## src/rtl/ecu_pkg.sv

```systemverilog
package ecu_pkg;

    typedef enum logic [1:0] {
        PG_NONE = 2'd0,
        PG_DIR  = 2'd1,
        PG_ARM  = 2'd2,
        PG_FLAG = 2'd3
    } page_e;

    localparam int unsigned MAX_LANE_W = 32;

    // Per-line qualifying-transition detector on a lane up to MAX_LANE_W wide.
    function automatic logic [MAX_LANE_W-1:0] edge_hits(
        input logic [MAX_LANE_W-1:0] prev_lvl,
        input logic [MAX_LANE_W-1:0] cur_lvl,
        input logic [MAX_LANE_W-1:0] dir_rise,
        input logic [MAX_LANE_W-1:0] armed
    );
        logic [MAX_LANE_W-1:0] up;
        logic [MAX_LANE_W-1:0] down;
        up   = ~prev_lvl &  cur_lvl;
        down =  prev_lvl & ~cur_lvl;
        return armed & ((dir_rise & up) | (~dir_rise & down));
    endfunction

    // Flag byte update: write data acts as a keep-mask, new hits always win.
    function automatic logic [MAX_LANE_W-1:0] flag_next(
        input logic [MAX_LANE_W-1:0] cur_flags,
        input logic                  clr_wr,
        input logic [MAX_LANE_W-1:0] keep_mask,
        input logic [MAX_LANE_W-1:0] hits
    );
        logic [MAX_LANE_W-1:0] kept;
        kept = clr_wr ? (cur_flags & keep_mask) : cur_flags;
        return kept | hits;
    endfunction

endpackage

```

## src/rtl/ecu_port_slice.sv

```systemverilog
module ecu_port_slice
    import ecu_pkg::*;
#(
    parameter int unsigned W        = 8,
    parameter int unsigned IDX_W    = 2,
    parameter int unsigned PORT_NUM = 0
) (
    input  logic             clk,
    input  logic             rst,
    input  logic [W-1:0]     lvl,
    input  logic             wr,
    input  page_e            page,
    input  logic [IDX_W-1:0] idx,
    input  logic [W-1:0]     wdata,
    output logic [W-1:0]     dir_q,
    output logic [W-1:0]     arm_q,
    output logic [W-1:0]     flag_q,
    output logic             any_flag
);

    logic [W-1:0] prev_q;
    logic [W-1:0] hits;
    logic         sel;
    logic         wr_dir;
    logic         wr_arm;
    logic         wr_flag;

    assign sel     = (idx == IDX_W'(PORT_NUM));
    assign wr_dir  = wr && sel && (page == PG_DIR);
    assign wr_arm  = wr && sel && (page == PG_ARM);
    assign wr_flag = wr && sel && (page == PG_FLAG);

    assign hits = W'(edge_hits(MAX_LANE_W'(prev_q), MAX_LANE_W'(lvl),
                               MAX_LANE_W'(dir_q), MAX_LANE_W'(arm_q)));

    always_ff @(posedge clk) begin
        if (rst) begin
            prev_q <= lvl;
            dir_q  <= '0;
            arm_q  <= '0;
            flag_q <= '0;
        end else begin
            prev_q <= lvl;
            if (wr_dir) dir_q <= wdata;
            if (wr_arm) arm_q <= wdata;
            flag_q <= W'(flag_next(MAX_LANE_W'(flag_q), wr_flag,
                                   MAX_LANE_W'(wdata), MAX_LANE_W'(hits)));
        end
    end

    assign any_flag = |flag_q;

    // a qualifying edge is latched in the next cycle
    p_edge_latched_r3: assert property (@(posedge clk) disable iff (rst)
        (hits != '0) |=> ((flag_q & $past(hits)) == $past(hits)));

    // a disarmed line never gains a flag
    p_disarmed_quiet_r4: assert property (@(posedge clk) disable iff (rst)
        1'b1 |=> ((flag_q & ~$past(flag_q) & ~$past(arm_q)) == '0));

    // flags persist when no clearing write targets this byte
    p_flag_sticky_r5: assert property (@(posedge clk) disable iff (rst)
        !wr_flag |=> ((flag_q & $past(flag_q)) == $past(flag_q)));

    // a clearing write never sets a bit by itself
    p_clear_no_set_r5: assert property (@(posedge clk) disable iff (rst)
        (wr_flag && hits == '0) |=> ((flag_q & ~$past(flag_q)) == '0));

    // direction write lands in the register
    p_dir_written_r2: assert property (@(posedge clk) disable iff (rst)
        wr_dir |=> (dir_q == $past(wdata)));

endmodule

```

## src/rtl/ecu_read_mux.sv

```systemverilog
module ecu_read_mux
    import ecu_pkg::*;
#(
    parameter int unsigned NUM_PORTS = 3,
    parameter int unsigned W         = 8,
    parameter int unsigned IDX_W     = 2
) (
    input  page_e                    page,
    input  logic [IDX_W-1:0]         idx,
    input  logic [NUM_PORTS*W-1:0]   dir_all,
    input  logic [NUM_PORTS*W-1:0]   arm_all,
    input  logic [NUM_PORTS*W-1:0]   flag_all,
    output logic [W-1:0]             rd_byte
);

    always_comb begin
        rd_byte = '0;
        for (int p = 0; p < int'(NUM_PORTS); p++) begin
            if (idx == IDX_W'(p)) begin
                unique case (page)
                    PG_DIR:  rd_byte = dir_all[p*W +: W];
                    PG_ARM:  rd_byte = arm_all[p*W +: W];
                    PG_FLAG: rd_byte = flag_all[p*W +: W];
                    default: rd_byte = '0;
                endcase
            end
        end
    end

endmodule

```

## src/rtl/ecu_edge_capture.sv

```systemverilog
module ecu_edge_capture
    import ecu_pkg::*;
#(
    parameter int unsigned NUM_PORTS = 3,
    parameter int unsigned PORT_W    = 8,
    localparam int unsigned LINES    = NUM_PORTS * PORT_W,
    localparam int unsigned IDX_W    = $clog2(NUM_PORTS + 1)
) (
    input  logic              clk,
    input  logic              rst,
    input  logic [LINES-1:0]  pin_lvl,
    input  logic              acc_wr,
    input  logic              acc_rd,
    input  logic [1:0]        acc_page,
    input  logic [IDX_W-1:0]  acc_idx,
    input  logic [PORT_W-1:0] acc_wdata,
    output logic [PORT_W-1:0] acc_rdata,
    output logic [NUM_PORTS-1:0] pend,
    output logic              irq
);

    page_e                  page;
    logic [LINES-1:0]       dir_all;
    logic [LINES-1:0]       arm_all;
    logic [LINES-1:0]       flag_all;
    logic [PORT_W-1:0]      rd_byte;

    assign page = page_e'(acc_page);

    for (genvar p = 0; p < int'(NUM_PORTS); p++) begin : g_port
        ecu_port_slice #(
            .W        (PORT_W),
            .IDX_W    (IDX_W),
            .PORT_NUM (p)
        ) u_slice (
            .clk      (clk),
            .rst      (rst),
            .lvl      (pin_lvl[p*PORT_W +: PORT_W]),
            .wr       (acc_wr),
            .page     (page),
            .idx      (acc_idx),
            .wdata    (acc_wdata),
            .dir_q    (dir_all[p*PORT_W +: PORT_W]),
            .arm_q    (arm_all[p*PORT_W +: PORT_W]),
            .flag_q   (flag_all[p*PORT_W +: PORT_W]),
            .any_flag (pend[p])
        );
    end

    ecu_read_mux #(
        .NUM_PORTS (NUM_PORTS),
        .W         (PORT_W),
        .IDX_W     (IDX_W)
    ) u_rmux (
        .page     (page),
        .idx      (acc_idx),
        .dir_all  (dir_all),
        .arm_all  (arm_all),
        .flag_all (flag_all),
        .rd_byte  (rd_byte)
    );

    always_ff @(posedge clk) begin
        if (rst) acc_rdata <= '0;
        else if (acc_rd) acc_rdata <= rd_byte;
    end

    assign irq = |pend;

    // writes to page 0 leave the whole register set unchanged
    p_base_page_inert_r8: assert property (@(posedge clk) disable iff (rst)
        (acc_wr && page == PG_NONE) |=>
            (dir_all == $past(dir_all) && arm_all == $past(arm_all)));

    // read data holds between read strobes
    p_rdata_hold_r2: assert property (@(posedge clk) disable iff (rst)
        !acc_rd |=> $stable(acc_rdata));

    // with no flags set, no interrupt request
    p_irq_needs_flag_r7: assert property (@(posedge clk) disable iff (rst)
        (flag_all == '0) |-> !irq);

endmodule

```

## config.mk

```make
export PLATFORM = sky130hd
export DESIGN_NAME = ecu_edge_capture
export DESIGN_NICKNAME = d
export VERILOG_FILES = /design/src/rtl/ecu_pkg.sv /design/src/rtl/ecu_port_slice.sv /design/src/rtl/ecu_read_mux.sv /design/src/rtl/ecu_edge_capture.sv
export SDC_FILE = /design/constraint.sdc
export NUM_CORES = 1
export LEC_CHECK = 0
export BUFFER_PORTS_ARGS = -buffer_cell sky130_fd_sc_hd__buf_2
export CAP_MARGIN = 20
export CORE_ASPECT_RATIO = 0.5
export CORE_MARGIN = 2
export CORE_UTILIZATION = 65
export CTS_BUF_LIST = sky130_fd_sc_hd__clkbuf_4
export DETAILED_ROUTE_END_ITERATION = 10
export PLACE_DENSITY = 0.84
export SLEW_MARGIN = 25
export SYNTH_ARGS = -nofsm -noshare
export SYNTH_HDL_FRONTEND = slang
export SYNTH_SLANG_ARGS = --single-unit
```

## constraint.sdc

```tcl
create_clock -name clk -period 3.85 [get_ports clk]
set_input_delay 0.77 -clock clk [delete_from_list [all_inputs] [get_ports clk]]
set_output_delay 0.77 -clock clk [all_outputs]
set_load 0.01 [all_outputs]
```

-- After elaboration in Yosys (flattened, before gate mapping)
Index checks and enable logic that the tools add are counted.
Widths: inputs -> output; s select.
- register bits after elaboration: 104
- latch bits: 0
- bits in writable memories: 0
- ROM bits: 0
- bits of input ports: 40
- output and inout bits: 12
- logic and storage cells: 77
- memories: 0
- add/subtract/negate cells: 0
- multiply operators: 0
- div/mod/pow operators: 0
- magnitude comparators: 0
- equal/unequal tests: 5
- shifts and indexed selects: 0
- muxes and demuxes: 9
- bitwise operators: 33
- reduce and logical (&&, ||, !) cells: 17
- operators with widths (kind ; count):
    $and 8x8->8 ; 18
    $not 8->8 ; 9
    $pmux 8 s3 ; 3
    $mux 8 ; 6
    $or 8x8->8 ; 6
    $reduce_or 24->1 ; 1
    $reduce_or 8->1 ; 3
    $logic_and 1x1->1 ; 12
    $eq 2x2->1 const B ; 3
    $eq 2x1->1 const B ; 2
    $logic_not 2->1 ; 1

-- Depth between registers and ports, before layout
Gate-level depths: netlist of the first run.
- word-level depth: 6
- gate-level depth with buffers: 6
- gate-level depth less buffers: 4

-- Hierarchy
From an unflattened synthesis of the first run, not the netlist that was laid out.
- cell total of the unflattened synthesis: 503
- area, all modules: 5021.1 µm²
- by module, submodules not included (module ; instances ; cells an instance ; area an instance (µm²) ; sequential area each (µm²)):
    ecu_port_slice (g_port[1].u_slice ...) ; 2 ; 131 ; 1375.1 ; 640.6
    ecu_port_slice (g_port[0].u_slice) ; 1 ; 132 ; 1345.0 ; 640.6
    ecu_read_mux ; 1 ; 82 ; 634.4 ; 0.0
    ecu_edge_capture ; 1 ; 27 ; 291.5 ; 160.2

-- Worst setup path before layout of the first run
No wires, ideal clock.
- path type: input -> register
- start: in acc_wr
- end: reg g_port[1].u_slice.flag_q[0]
- library setup time: 0.132 ns
- arrival time: 1.693 ns
- data required time: 3.718 ns
- slack: 2.025 ns
- stages: 6
- buffers on the path: 2
- cells stage by stage: clkbuf_2 nand3b_4 or2_2 clkbuf_1 o21ai_0 a21oi_1
- word-level cells in the longest chain between the ends: 4
- RTL lines (item ; line ; text):
    start, declared ; ecu_edge_capture.sv:12 ; input logic acc_wr,
    $logic_and 1x1->1 (2 in series) ; ecu_port_slice.sv:31 ; assign wr_flag = wr && sel && (page == PG_FLAG);
    $mux 8 ; ecu_pkg.sv:34 ; kept = clr_wr ? (cur_flags & keep_mask) : cur_flags;
    $or 8x8->8 ; ecu_pkg.sv:35 ; return kept | hits;
    end signal, assigned ; ecu_port_slice.sv:46 ; flag_q <= W'(flag_next(MAX_LANE_W'(flag_q), wr_flag,
    end, declared ; ecu_port_slice.sv:17 ; output logic [W-1:0] flag_q,
Every way passes these cells.
A chain may end at the register's enable or synchronous reset.

-- Worst setup path after layout of the first run
- start: reg g_port[1].u_slice.flag_q[2]
- end: out irq
- word-level cells in the longest chain between the ends: 1
- RTL lines (item ; line ; text):
    $reduce_or 24->1 ; ecu_edge_capture.sv:68 ; assign irq = |pend;
    end, declared ; ecu_edge_capture.sv:19 ; output logic irq
Every way passes these cells.

==> impl_metrics.sql, run 1 <==
INSERT INTO impl_metrics (metric_group, metric, value, unit) VALUES
('timing', 'max_slew_headroom', '48.4', '%'),
('drt', 'route.detailed.vias_per_inst', '6.12', ''),
('drt', 'first_iter_violations', '553', ''),
('place', 'hpwl', '7.68', 'mm'),
('logic_synthesis', 'proportion_of_synthesized_area_in_mux_cells', '9.72', '%'),
('timing', 'finalCritPeriodShare', '71.0', '%'),
('setup_path', 'r2r-start', 'g_port[0].u_slice.arm_q[4]$_SDFFE_PP0P_', ''),
('die', 'start_util', '68.4', '%'),
('flow_run', 'timing.max_cap.violations', '0', ''),
('power_and_ir_drop', 'clockPowerShare', '30.2', '%'),
('power_and_ir_drop', 'fraction_of_power_consumed_by_combinational_cells', '8.5', '%'),
('worst_hold_path', 'worst_hold_startpoint', 'pin_lvl[21]', ''),
('global_route', 'grt_remaining_overflow', '0', ''),
('logic_synthesis', 'post_synth.cell_area_avg', '8.76', 'um^2'),
('drt', 'post_drt_wl_per_cell', '17.2', 'um'),
('worst_hold_path', 'hold_path_depth', '1', ''),
('layout', 'num-nets-final', '593', ''),
('global_route', 'wire_length_of_the_first_global_routing_pass', '17.8', 'mm'),
('timing', 'tightest_pin_transition', '773', 'ps'),
('timing', 'final_clock_skew', '15.4', 'ps'),
('clocking', 'clk_latency', '480', 'ps'),
('setup_path', 'reg2regPathDepth', '4', ''),
('logic_synthesis', 'sequential_fraction_of_the_synthesis_area', '44.9', '%'),
('logic_synthesis', 'synth-compound-area-share', '21.0', '%'),
('clocking', 'numCtsBuffers', '9', ''),
('global_route', 'grt_pass1_vias', '3569', ''),
('setup_path', 'worstSetupEndpointType', 'output port', ''),
('global_route', 'grt_start_max_net_pins', '73', ''),
('clocking', 'tritoncts_num_sinks', '104', ''),
('setup_path', 'crit_path_start_kind', 'flop', ''),
('logic_synthesis', 'fraction_of_synthesis_flops_using_an_asynchronous_set_or_reset_pin', '0', '%'),
('drt', 'postRouteWirelength', '11.2', 'mm'),
('logic_synthesis', 'main_combinational_cell_family_by_area_after_synthesis', 'compound AO/OA/AOI/OAI gates', ''),
('timing', 'timing.final.hold_violations', '0', ''),
('power_and_ir_drop', 'vdd_drop_max', '213', 'uV'),
('clocking', 'cts_resized', '0', ''),
('clocking', 'cts-root-to-sink-buffers', '2', ''),
('clocking', 'setup_repair_bufs_after_cts', '0', ''),
('setup_path', 'worst_ep_required_time', '3080', 'ps'),
('die', 'design.core.area', '6780', 'um^2'),
('global_route', 'grt_util_met3', '8.97', '%'),
('global_route', 'groute.layer.met2.usage', '40.5', '%'),
('setup_path', 'cp_cell_sequence', 'nor4_1, nand2_1, or3_1, buf_2', ''),
('logic_synthesis', 'yosys_most_used_dff', 'sky130_fd_sc_hd__dfxtp_1', ''),
('drt', 'drc_errors', '0', ''),
('logic_synthesis', 'syn_inst', '529', ''),
('layout', 'layout_cells_sized_above_1', '16.8', '%'),
('logic_synthesis', 'synthDominantAreaCellType', 'sky130_fd_sc_hd__dfxtp_1', ''),
('worst_hold_path', 'worst_hold_end', 'g_port[2].u_slice.prev_q[5]$_DFF_P_', ''),
('logic_synthesis', 'synthAdderAreaFrac', '0', '%'),
('setup_path', 'ff2ff_setup_slack', '2460', 'ps'),
('clocking', 'cts_tree', 'done', ''),
('timing', 'holdWs', '408', 'ps'),
('setup_path', 'slowest_delay', '400', 'ps'),
('die', 'placement_rows', '21', ''),
('global_route', 'grt-busiest-layer', 'met1', ''),
('layout', 'n_antenna_cell', '0', ''),
('setup_path', 'cpMaxStageDelayCell', 'sky130_fd_sc_hd__nor4_1', ''),
('power_and_ir_drop', 'leakage', '1.87', 'nW'),
('logic_synthesis', 'top_cells_by_area_synth', 'sky130_fd_sc_hd__dfxtp_1 45%, sky130_fd_sc_hd__o21ai_0 8.2%, sky130_fd_sc_hd__nand2_1 6.2%', ''),
('logic_synthesis', 'ys_warn_count', '0', ''),
('clocking', 'clk_pin_slew', '160', 'ps'),
('global_route', 'grt_antenna_before_repair', '0', ''),
('die', 'dieArea', '7860', 'um^2'),
('global_route', 'grt_use_met1', '44.8', '%'),
('power_and_ir_drop', 'sequentialPowerShare', '61.3', '%'),
('status', 'outcome', 'completed', ''),
('die', 'floorplan.die.width', '123', 'um'),
('logic_synthesis', 'synth_common_cells', '104 x sky130_fd_sc_hd__dfxtp_1, 76 x sky130_fd_sc_hd__nand2_1, 76 x sky130_fd_sc_hd__o21ai_0', ''),
('clocking', 'ctsHoldBuffers', '0', ''),
('logic_synthesis', 'synthesis.area', '4630', 'um^2');
==> layer usage <==
layer | vias to the layer above | part of all wire, % | routed length [um]
met4 | 0 | 1.5 | 168
li1 | 1923 | - | -
met5 | - | 0 | 0
met2 | 187 | 40 | 4510
met3 | 15 | 10 | 1170
met1 | 1852 | 48 | 5310
==> flip-flops by register name (all words and copies together) (netlist names) <==
name and cells:
g_port.u_slice.dir_q 24, g_port.u_slice.arm_q 24, acc_rdata 8, g_port.u_slice.flag_q 24
g_port.u_slice.prev_q 24
==> worst register-to-register path: cells and delay by family (launching register included) <==
family | cells | cell delay [ps]
compound gates | 3 | 660
mux | 1 | 280
flops | 1 | 360
==> cells in the final DEF (no fill, tap or decap), types with 4 or more instances in the layout <==
cell / count
sky130_fd_sc_hd__a21oi_1: 56
sky130_fd_sc_hd__a221oi_1: 7
sky130_fd_sc_hd__a22o_1: 8
sky130_fd_sc_hd__a311oi_1: 8
sky130_fd_sc_hd__buf_2: 51
sky130_fd_sc_hd__buf_4: 4
sky130_fd_sc_hd__clkbuf_4: 9
sky130_fd_sc_hd__dfxtp_1: 104
sky130_fd_sc_hd__mux2_2: 8
sky130_fd_sc_hd__mux2_4: 8
sky130_fd_sc_hd__mux2i_1: 24
sky130_fd_sc_hd__nand2_1: 76
sky130_fd_sc_hd__nand2b_1: 10
sky130_fd_sc_hd__nor2_1: 44
sky130_fd_sc_hd__nor3b_1: 24
sky130_fd_sc_hd__nor4_1: 6
sky130_fd_sc_hd__o21ai_0: 76
sky130_fd_sc_hd__o21ai_1: 4
sky130_fd_sc_hd__o221ai_1: 8
==> final cells by class <==
class | count | area, um^2
Multi-Input combinational cell | 382 | 2260
Sequential cell | 104 | 2080
Fill cell | 552 | 1900
Timing Repair Buffer | 55 | 285
Tap cell | 92 | 115
Clock buffer | 9 | 67.6
Clock inverter | 7 | 62.6
Inverter | 1 | 3.75
==> power by group through the flow <==
stage | Clock [mW] | Sequential (mW) | Combinational [mW]
after global placement | 0 | 1.14 | 0.149
after CTS | 0.555 | 1.11 | 0.152
after detailed placement | 0 | 1.14 | 0.152
after global routing | 0.601 | 1.12 | 0.167
final | 0.550 | 1.11 | 0.156
after floorplan | 0 | 1.13 | 0.109
==> how the worst max path moves through the flow <==
| stage | to | cells after the start | start | slack [ps] |
|---|---|---|---|---|
| floorplan | g_port[1].u_slice.flag_q[0]$_SDFF_PP0_ | 6 | acc_wr | 2030 |
| global placement | acc_rdata[0]$_SDFFE_PP0P_ | 7 | acc_page[0] | 1210 |
| detailed placement | acc_rdata[0]$_SDFFE_PP0P_ | 7 | acc_page[0] | 1080 |
| CTS | irq | 4 | g_port[1].u_slice.flag_q[2]$_SDFF_PP0_ | 1150 |
| global route | irq | 4 | g_port[1].u_slice.flag_q[2]$_SDFF_PP0_ | 1090 |
| finish | irq | 4 | g_port[1].u_slice.flag_q[2]$_SDFF_PP0_ | 1120 |
==> kinds of logic (layout without fill, tap and decap cells) <==
logic type	Yosys count	count (layout)
AO/OA/AOI/OAI	169	169
buffers and inverters	43	72
flip-flops	104	104
multiplexers	40	40
AND/OR/NAND/NOR	173	173
==> stage by stage <==
stage | utilization [%] | power [mW] | instances | instance area (um^2) | setup WS, ps
finish | 72.0 | 1.82 | 650 | 4880 | 1120
global route | 72.0 | 1.89 | 650 | 4880 | 1090
CTS | 72.0 | 1.82 | 650 | 4880 | 1150
detailed placement | 70.1 | 1.29 | 634 | 4750 | 1080
global placement | 70.1 | 1.29 | 634 | 4750 | 1210
floorplan | - | 1.24 | 529 | 4630 | 2030
Power figures use the tool's default switching activity.
==> run 2: changes to the inputs <==
--- a/config.mk
+++ b/config.mk
@@ -5,14 +5,15 @@
 export SDC_FILE = /design/constraint.sdc
 export NUM_CORES = 1
 export LEC_CHECK = 0
+export ABC_AREA = 1
 export BUFFER_PORTS_ARGS = -buffer_cell sky130_fd_sc_hd__buf_2
 export CAP_MARGIN = 20
 export CORE_ASPECT_RATIO = 0.5
 export CORE_MARGIN = 2
-export CORE_UTILIZATION = 65
+export CORE_UTILIZATION = 55
 export CTS_BUF_LIST = sky130_fd_sc_hd__clkbuf_4
 export DETAILED_ROUTE_END_ITERATION = 10
-export PLACE_DENSITY = 0.84
+export PLACE_DENSITY = 0.75
 export SLEW_MARGIN = 25
 export SYNTH_ARGS = -nofsm -noshare
 export SYNTH_HDL_FRONTEND = slang
==> constraint.sdc (replaced) <==
create_clock -name clk -period 2.3 [get_ports clk]
set_input_delay 0.46 -clock clk [delete_from_list [all_inputs] [get_ports clk]]
set_output_delay 0.46 -clock clk [all_outputs]
set_load 0.01 [all_outputs]
==> run 2 against run 1 <==
  * Area after synthesis is 3.9% higher
  * Total power is 70% higher
  * Non-clock buffer count is 5 higher
  * Cell count is 23% higher
  * Highest routed layer unchanged
  * Combinational power is 100% higher
  * Critical path type unchanged
==> impl_metrics.sql, run 2 <==
INSERT INTO impl_metrics (metric_group, metric, value, unit) VALUES
('drt', 'dr_total_vias', '4456', ''),
('die', 'top_level_ports', '52', ''),
('drt', 'first_pass_iters', '5', ''),
('layout', 'num-nets-final', '720', ''),
('clocking', 'tritoncts_num_sinks', '104', ''),
('place', 'hpwl', '8.82', 'mm'),
('clocking', 'clk_pin_slew', '150', 'ps'),
('global_route', 'grt_antenna_before_repair', '0', ''),
('clocking', 'cts-root-to-sink-buffers', '2', ''),
('drt', 'drt.antenna.violating_nets', '0', ''),
('clocking', 'clock_tree.htree_level_count', '3', ''),
('timing', 'rsz0062_at_grt', 'no', ''),
('global_route', 'grt_start_max_net_pins', '42', ''),
('logic_synthesis', 'synthMostInstantiatedCell', 'sky130_fd_sc_hd__nand2_1', ''),
('logic_synthesis', 'synth_top_area_share', '43.3', '%'),
('place', 'place_ws', '453', 'ps'),
('global_route', 'wire_length_of_the_first_global_routing_pass', '20.2', 'mm'),
('logic_synthesis', 'synth_enable_flop_cells', '0', ''),
('power_and_ir_drop', 'pwr_dens', '595', 'nW/um^2'),
('setup_path', 'worst_ep_required_time', '1840', 'ps'),
('setup_path', 'reg2regPathDepth', '6', ''),
('layout', 'mostFrequentLayoutCell', 'sky130_fd_sc_hd__nand2_1', ''),
('global_route', 'grt_remaining_overflow', '0', ''),
('timing', 'final.min_clock_period', '2220', 'ps'),
('die', 'dieArea', '9560', 'um^2'),
('timing', 'fin_tns_setup', '0', 'ps'),
('logic_synthesis', 'ys_warn_count', '0', ''),
('layout', 'final_core_utilization', '60.6', '%'),
('clocking', 'clk_latency', '460', 'ps'),
('setup_path', 'cp_cell_sequence', 'or2_2, nor4_4, buf_4, nand3_1, buf_2', ''),
('layout', 'finished_layout_cells', '801', ''),
('logic_synthesis', 'syn_inst', '646', ''),
('logic_synthesis', 'synthesis.area', '4810', 'um^2'),
('flow_run', 'timing.max_cap.violations', '0', ''),
('drt', 'route.detailed.vias_per_inst', '5.56', ''),
('timing', 'finalCritPeriodShare', '96.4', '%'),
('setup_path', 'r2r-start', 'g_port[2].u_slice.dir_q[7]$_SDFFE_PP0P_', ''),
('place', 'dp_cells', '786', ''),
('place', 'final_replace_weighted_congestion', '0.932', ''),
('clocking', 'numCtsBuffers', '9', ''),
('layout', 'layout_cells_sized_above_1', '16.5', '%'),
('logic_synthesis', 'post_synth.cell_area_avg', '7.45', 'um^2'),
('setup_path', 'setup.worst_path.class', 'flop to output port', ''),
('timing', 'setup_viol', '0', ''),
('clocking', 'cts_tree', 'done', ''),
('clocking', 'clock_tree.root_cell', 'sky130_fd_sc_hd__clkbuf_4', ''),
('setup_path', 'crit_fanout', '3', ''),
('timing', 'timing.final.hold_violations', '0', ''),
('setup_path', 'worstSetupEndpointType', 'output port', ''),
('logic_synthesis', 'synth_nets', '686', ''),
('setup_path', 'timing.rr.end', 'acc_rdata[7]$_SDFFE_PP0P_', ''),
('power_and_ir_drop', 'vdd_drop_max', '332', 'uV'),
('global_route', 'grt_pass1_vias', '4047', ''),
('drt', 'postRouteWirelength', '12.4', 'mm'),
('die', 'design.core.area', '8590', 'um^2'),
('worst_hold_path', 'min_path_type', 'input port to flop', ''),
('timing', 'postLayoutSetupSlackWorst', '83.8', 'ps'),
('worst_hold_path', 'worst_hold_end', 'g_port[0].u_slice.prev_q[4]$_DFF_P_', ''),
('logic_synthesis', 'top_cells_by_area_synth', 'sky130_fd_sc_hd__dfxtp_1 43%, sky130_fd_sc_hd__nand2_1 13%, sky130_fd_sc_hd__nand3_1 7.7%', ''),
('die', 'placement_rows', '24', ''),
('setup_path', 'slowest_delay', '340', 'ps'),
('status', 'outcome', 'completed', ''),
('logic_synthesis', 'sequential_fraction_of_the_synthesis_area', '43.3', '%'),
('drt', 'first_iter_violations', '293', ''),
('setup_path', 'timing.critical_path.arrival', '1760', 'ps'),
('timing', 'max_slew_headroom', '59.6', '%'),
('logic_synthesis', 'fraction_of_synthesis_flops_using_an_asynchronous_set_or_reset_pin', '0', '%'),
('setup_path', 'ff2ff_setup_slack', '1280', 'ps'),
('logic_synthesis', 'yosysUniqueCellTypes', '30', ''),
('logic_synthesis', 'synthDominantAreaCellType', 'sky130_fd_sc_hd__dfxtp_1', ''),
('setup_path', 'cpMaxStageDelayCell', 'sky130_fd_sc_hd__dfxtp_1', ''),
('timing', 'drv_slew', '0', ''),
('timing', 'final_clock_skew', '11.9', 'ps'),
('setup_path', 'crit_path_start_kind', 'flop', ''),
('logic_synthesis', 'synth_seq_cells', '104', ''),
('timing', 'fmaxAchievable', '451', 'MHz'),
('drt', 'post_drt_wl_per_cell', '15.5', 'um'),
('layout', 'flow.area_growth_from_synthesis', '8.06', '%'),
('logic_synthesis', 'yosys_most_used_dff', 'sky130_fd_sc_hd__dfxtp_1', ''),
('worst_hold_path', 'worst_hold_startpoint', 'pin_lvl[4]', ''),
('clocking', 'setup_repair_bufs_after_cts', '0', ''),
('drt', 'drc_errors', '0', ''),
('die', 'floorplan.die.height', '70.2', 'um'),
('worst_hold_path', 'hold_path_depth', '1', ''),
('logic_synthesis', 'synth_common_cells', '164 x sky130_fd_sc_hd__nand2_1, 104 x sky130_fd_sc_hd__dfxtp_1, 74 x sky130_fd_sc_hd__nand3_1', ''),
('die', 'start_util', '56.0', '%'),
('timing', 'holdWs', '108', 'ps'),
('die', 'floorplan.die.width', '136', 'um'),
('global_route', 'grt_use_total', '27.2', '%'),
('layout', 'commonest_cells_after_routing_fill_and_taps_aside', '164 x sky130_fd_sc_hd__nand2_1, 104 x sky130_fd_sc_hd__dfxtp_1, 74 x sky130_fd_sc_hd__nand3_1, 70 x sky130_fd_sc_hd__a21oi_1, 51 x sky130_fd_sc_hd__buf_2', ''),
('timing', 'tightest_pin_transition', '606', 'ps'),
('layout', 'n_antenna_cell', '0', ''),
('power_and_ir_drop', 'leakage', '2.13', 'nW'),
('place', 'io_buffers', '51', '');
run 2: area by class of cell:
class / instances / area, um^2
fill: 805 / 3390
multi-input combinational: 457 / 2310
sequential: 104 / 2080
timing repair buffer: 60 / 335
inverter: 48 / 199
tap: 117 / 146
clock buffer: 10 / 75.1
clock inverter: 5 / 48.8
run 2: report_power, final:
group,switching [mW],internal [mW],total (mW)
sequential,0.0200,1.84,1.86
combinational,0.219,0.0958,0.315
clock,0.586,0.330,0.916
total,0.825,2.27,3.09
run 2: through the flow:
stage	total power, mW	cell area, um^2
floorplan	2.11	4810
global placement	2.20	5060
detailed placement	2.21	5060
CTS	3.10	5190
global route	3.21	5200
finish	3.09	5200
run 2: worst max-delay path by stage:
| stage | startpoint | to | slack, ps | depth (start not counted) |
|---|---|---|---|---|
| floorplan | g_port[1].u_slice.flag_q[5]$_SDFF_PP0_ | pend[1] | 790 | 4 |
| global placement | g_port[0].u_slice.flag_q[5]$_SDFF_PP0_ | irq | 470 | 4 |
| detailed placement | g_port[0].u_slice.flag_q[5]$_SDFF_PP0_ | irq | 450 | 4 |
| CTS | g_port[2].u_slice.flag_q[5]$_SDFF_PP0_ | irq | 40 | 5 |
| global route | g_port[2].u_slice.flag_q[5]$_SDFF_PP0_ | irq | 9 | 5 |
| finish | g_port[2].u_slice.flag_q[5]$_SDFF_PP0_ | irq | 80 | 5 |
run 2: kinds of logic (layout without fill, tap and decap cells):
| group | Yosys count | count (layout) | synth area share [%] |
|---|---|---|---|
| buf+inv | 85 | 123 | 9.10 |
| flops | 104 | 104 | 43.3 |
| simple gates | 327 | 327 | 32.6 |
| compound gates | 130 | 130 | 15.1 |
run 2: metal layers:
layer	routed length, um	vias up	GRT usage (%)
met1	5900	2089	39.4
met3	1080	9	7.77
li1	-	2213	-
met4	99	0	5.56
met2	5360	145	40.6
met5	0	-	0
run 2: repair_timing:
action                                  4_1_cts  5_1_grt
gates resized for setup                       2        1
hold buffers                                  0        0
endpoints found under the setup margin        2        1
run 2: worst max-delay path, delay by kind of cell, from the launching register on:
kind	cells	cell delay (ps)
DFF	1	340
and+or+nand+nor	3	620
buffers and inverters	2	340
==> run 3: changes to the inputs <==
--- a/config.mk
+++ b/config.mk
@@ -8,10 +8,9 @@
 export ABC_AREA = 1
 export BUFFER_PORTS_ARGS = -buffer_cell sky130_fd_sc_hd__buf_2
 export CAP_MARGIN = 20
-export CORE_ASPECT_RATIO = 0.5
 export CORE_MARGIN = 2
 export CORE_UTILIZATION = 55
-export CTS_BUF_LIST = sky130_fd_sc_hd__clkbuf_4
+export CTS_BUF_LIST = sky130_fd_sc_hd__clkbuf_2
 export DETAILED_ROUTE_END_ITERATION = 10
 export PLACE_DENSITY = 0.75
 export SLEW_MARGIN = 25
==> run 3 against run 2 <==
  * Clock-buffer cell count rose by 1
  * Flip-flop and latch count is the same
  * Sequential share of layout area down 1.9 points
  * Setup slack worse by 78 ps
  * Global-route usage decreased by 0.75 points
  * Non-clock buffer count increased by 20
  * Die area fell by 0.48%
  * Critical path depth unchanged
  * Clock skew is 18 ps higher
==> impl_metrics.sql, run 3 (synthesis results as in run 2) <==
INSERT INTO impl_metrics (metric_group, metric, value, unit) VALUES
('timing', 'timing.final.hold_violations', '0', ''),
('setup_path', 'crit_fanout', '3', ''),
('setup_path', 'timing.rr.end', 'acc_rdata[3]$_SDFFE_PP0P_', ''),
('setup_path', 'reg2regPathDepth', '6', ''),
('drt', 'drc_errors', '0', ''),
('global_route', 'grt_pass1_vias', '4156', ''),
('clocking', 'cts-root-to-sink-buffers', '2', ''),
('clocking', 'setup_repair_bufs_after_cts', '0', ''),
('layout', 'flow.area_growth_from_synthesis', '13.6', '%'),
('timing', 'max_slew_headroom', '71.4', '%'),
('timing', 'final.min_clock_period', '2290', 'ps'),
('drt', 'route.layer.met1.wl', '5.56', 'mm'),
('global_route', 'grt_antenna_before_repair', '0', ''),
('place', 'io_buffers', '51', ''),
('drt', 'detailroute.wirelength.met3', '852', 'um'),
('clocking', 'cts_tree', 'done', ''),
('clocking', 'clk_pin_slew', '270', 'ps'),
('global_route', 'grt_remaining_overflow', '0', ''),
('layout', 'final.fill_count', '779', ''),
('timing', 'drv_slew', '0', ''),
('drt', 'first_pass_iters', '5', ''),
('die', 'start_util', '56.0', '%'),
('place', 'dp_cells', '773', ''),
('power_and_ir_drop', 'leakage', '2.25', 'nW'),
('drt', 'postRouteWirelength', '12.6', 'mm'),
('die', 'design.core.area', '8590', 'um^2'),
('drt', 'post_drt_wl_per_cell', '15.5', 'um'),
('timing', 'holdWs', '199', 'ps'),
('setup_path', 'setup.worst_path.class', 'flop to output port', ''),
('die', 'placement_rows', '34', ''),
('clocking', 'clock_tree.root_cell', 'sky130_fd_sc_hd__clkbuf_2', ''),
('drt', 'route.detailed.vias_per_inst', '5.58', ''),
('worst_hold_path', 'min_path_type', 'input port to flop', ''),
('setup_path', 'worstSetupEndpointType', 'output port', ''),
('global_route', 'wire_length_of_the_first_global_routing_pass', '20.3', 'mm'),
('layout', 'finished_layout_cells', '812', ''),
('worst_hold_path', 'worst_hold_startpoint', 'acc_wdata[5]', ''),
('layout', 'final_cell_area', '5470', 'um^2'),
('power_and_ir_drop', 'pwr_dens', '595', 'nW/um^2'),
('setup_path', 'crit_path_start_kind', 'flop', ''),
('setup_path', 'r2r-start', 'g_port[1].u_slice.flag_q[3]$_SDFF_PP0_', ''),
('status', 'outcome', 'completed', ''),
('timing', 'tightest_pin_transition', '429', 'ps'),
('clocking', 'clock_tree.htree_level_count', '3', ''),
('die', 'top_level_ports', '52', ''),
('layout', 'num-nets-final', '740', ''),
('global_route', 'grt_start_max_net_pins', '81', ''),
('place', 'dpl_cell_area', '5010', 'um^2'),
('clocking', 'clk_latency', '580', 'ps'),
('place', 'final_replace_weighted_congestion', '0.899', ''),
('layout', 'final_core_utilization', '63.6', '%'),
('drt', 'highest_layer', 'met4', ''),
('setup_path', 'ff2ff_setup_slack', '1230', 'ps'),
('power_and_ir_drop', 'vdd_drop_max', '310', 'uV'),
('timing', 'finalCritPeriodShare', '99.8', '%'),
('global_route', 'grt_use_total', '26.5', '%'),
('drt', 'drt.antenna.violating_nets', '0', ''),
('clocking', 'tritoncts_num_sinks', '104', ''),
('flow_run', 'timing.max_cap.violations', '0', ''),
('drt', 'first_iter_violations', '405', ''),
('place', 'hpwl', '8.61', 'mm'),
('clocking', 'numCtsBuffers', '9', ''),
('drt', 'routed-wl-met2', '5.79', 'mm'),
('worst_hold_path', 'worst_hold_end', 'g_port[2].u_slice.arm_q[5]$_SDFFE_PP0P_', ''),
('timing', 'final_clock_skew', '29.5', 'ps'),
('die', 'floorplan.die.width', '97.6', 'um'),
('timing', 'rsz0062_at_grt', 'yes', ''),
('setup_path', 'worst_ep_required_time', '1840', 'ps'),
('layout', 'mostFrequentLayoutCell', 'sky130_fd_sc_hd__nand2_1', ''),
('drt', 'dr_total_vias', '4532', ''),
('die', 'floorplan.die.height', '97.6', 'um'),
('layout', 'n_antenna_cell', '0', ''),
('layout', 'commonest_cells_after_routing_fill_and_taps_aside', '164 x sky130_fd_sc_hd__nand2_1, 101 x sky130_fd_sc_hd__dfxtp_1, 73 x sky130_fd_sc_hd__nand3_1, 70 x sky130_fd_sc_hd__a21oi_1, 50 x sky130_fd_sc_hd__buf_2', ''),
('layout', 'layout_cells_sized_above_1', '16.2', '%'),
('timing', 'fmaxAchievable', '436', 'MHz'),
('setup_path', 'timing.critical_path.arrival', '1830', 'ps'),
('power_and_ir_drop', 'fin_total_pwr', '3.25', 'mW'),
('die', 'dieArea', '9520', 'um^2'),
('worst_hold_path', 'hold_path_depth', '3', ''),
('timing', 'setup_viol', '0', '');
[run 3: area by class of cell]
type,instances,area [um^2],share of cell area (%)
repair buffers,80,552,10.1
multi-input cells,457,2350,42.9
well taps,108,135,2.47
flip-flops and latches,104,2090,38.2
inverters,48,199,3.64
clock inverters,4,93.8,1.72
clock buffers,11,55.1,1.01
[run 3: stage by stage]
| stage | TNS [ps] | setup WS, ps |
|---|---|---|
| 2_1_floorplan | 0 | 787 |
| 3_3_place_gp | 0 | 486 |
| 3_5_place_dp | 0 | 447 |
| 4_1_cts | 0 | 10.1 |
| 5_1_grt | -118 | -86.2 |
| 6_report | 0 | 5.52 |
[run 3: routing by layer]
layer	global-route usage, %	vias up
met1	36.2	2056
met5	0	-
met4	12.3	0
li1	-	2261
met2	41.5	184
met3	3.88	31
[run 3: repair_timing]
item                       in CTS  in global routing
setup endpoints to repair       3                  2
hold buffers                   21                  3
gates resized for setup         6                  6
hold endpoints to repair       21                  3
pin swaps                       1                  3
cloned                          0                  0
[run 3: worst max-delay path by stage]
stage,startpoint,slack (ps),end
after global placement,acc_page[1],490,g_port[1].u_slice.arm_q[5]$_SDFFE_PP0P_
final,g_port[2].u_slice.flag_q[5]$_SDFF_PP0_,6,irq
after CTS,g_port[1].u_slice.flag_q[5]$_SDFF_PP0_,10,irq
after global routing,g_port[2].u_slice.flag_q[5]$_SDFF_PP0_,-90,irq
after floorplan,g_port[1].u_slice.flag_q[5]$_SDFF_PP0_,790,pend[1]
after detailed placement,acc_page[1],450,g_port[1].u_slice.arm_q[1]$_SDFFE_PP0P_
[run 3: power breakdown]
part,internal (mW),total [mW],switching [mW]
combinational,0.122,0.343,0.221
clock,0.468,1.04,0.573
sequential,1.85,1.87,0.0210
[run 3: critical path: stages (launching register included)]
cell and delay [ps]:
sky130_fd_sc_hd__dfxtp_2 400, sky130_fd_sc_hd__or2_4 240, sky130_fd_sc_hd__nor4_4 210, sky130_fd_sc_hd__buf_4 170, sky130_fd_sc_hd__nand3_2 80, sky130_fd_sc_hd__buf_6 140
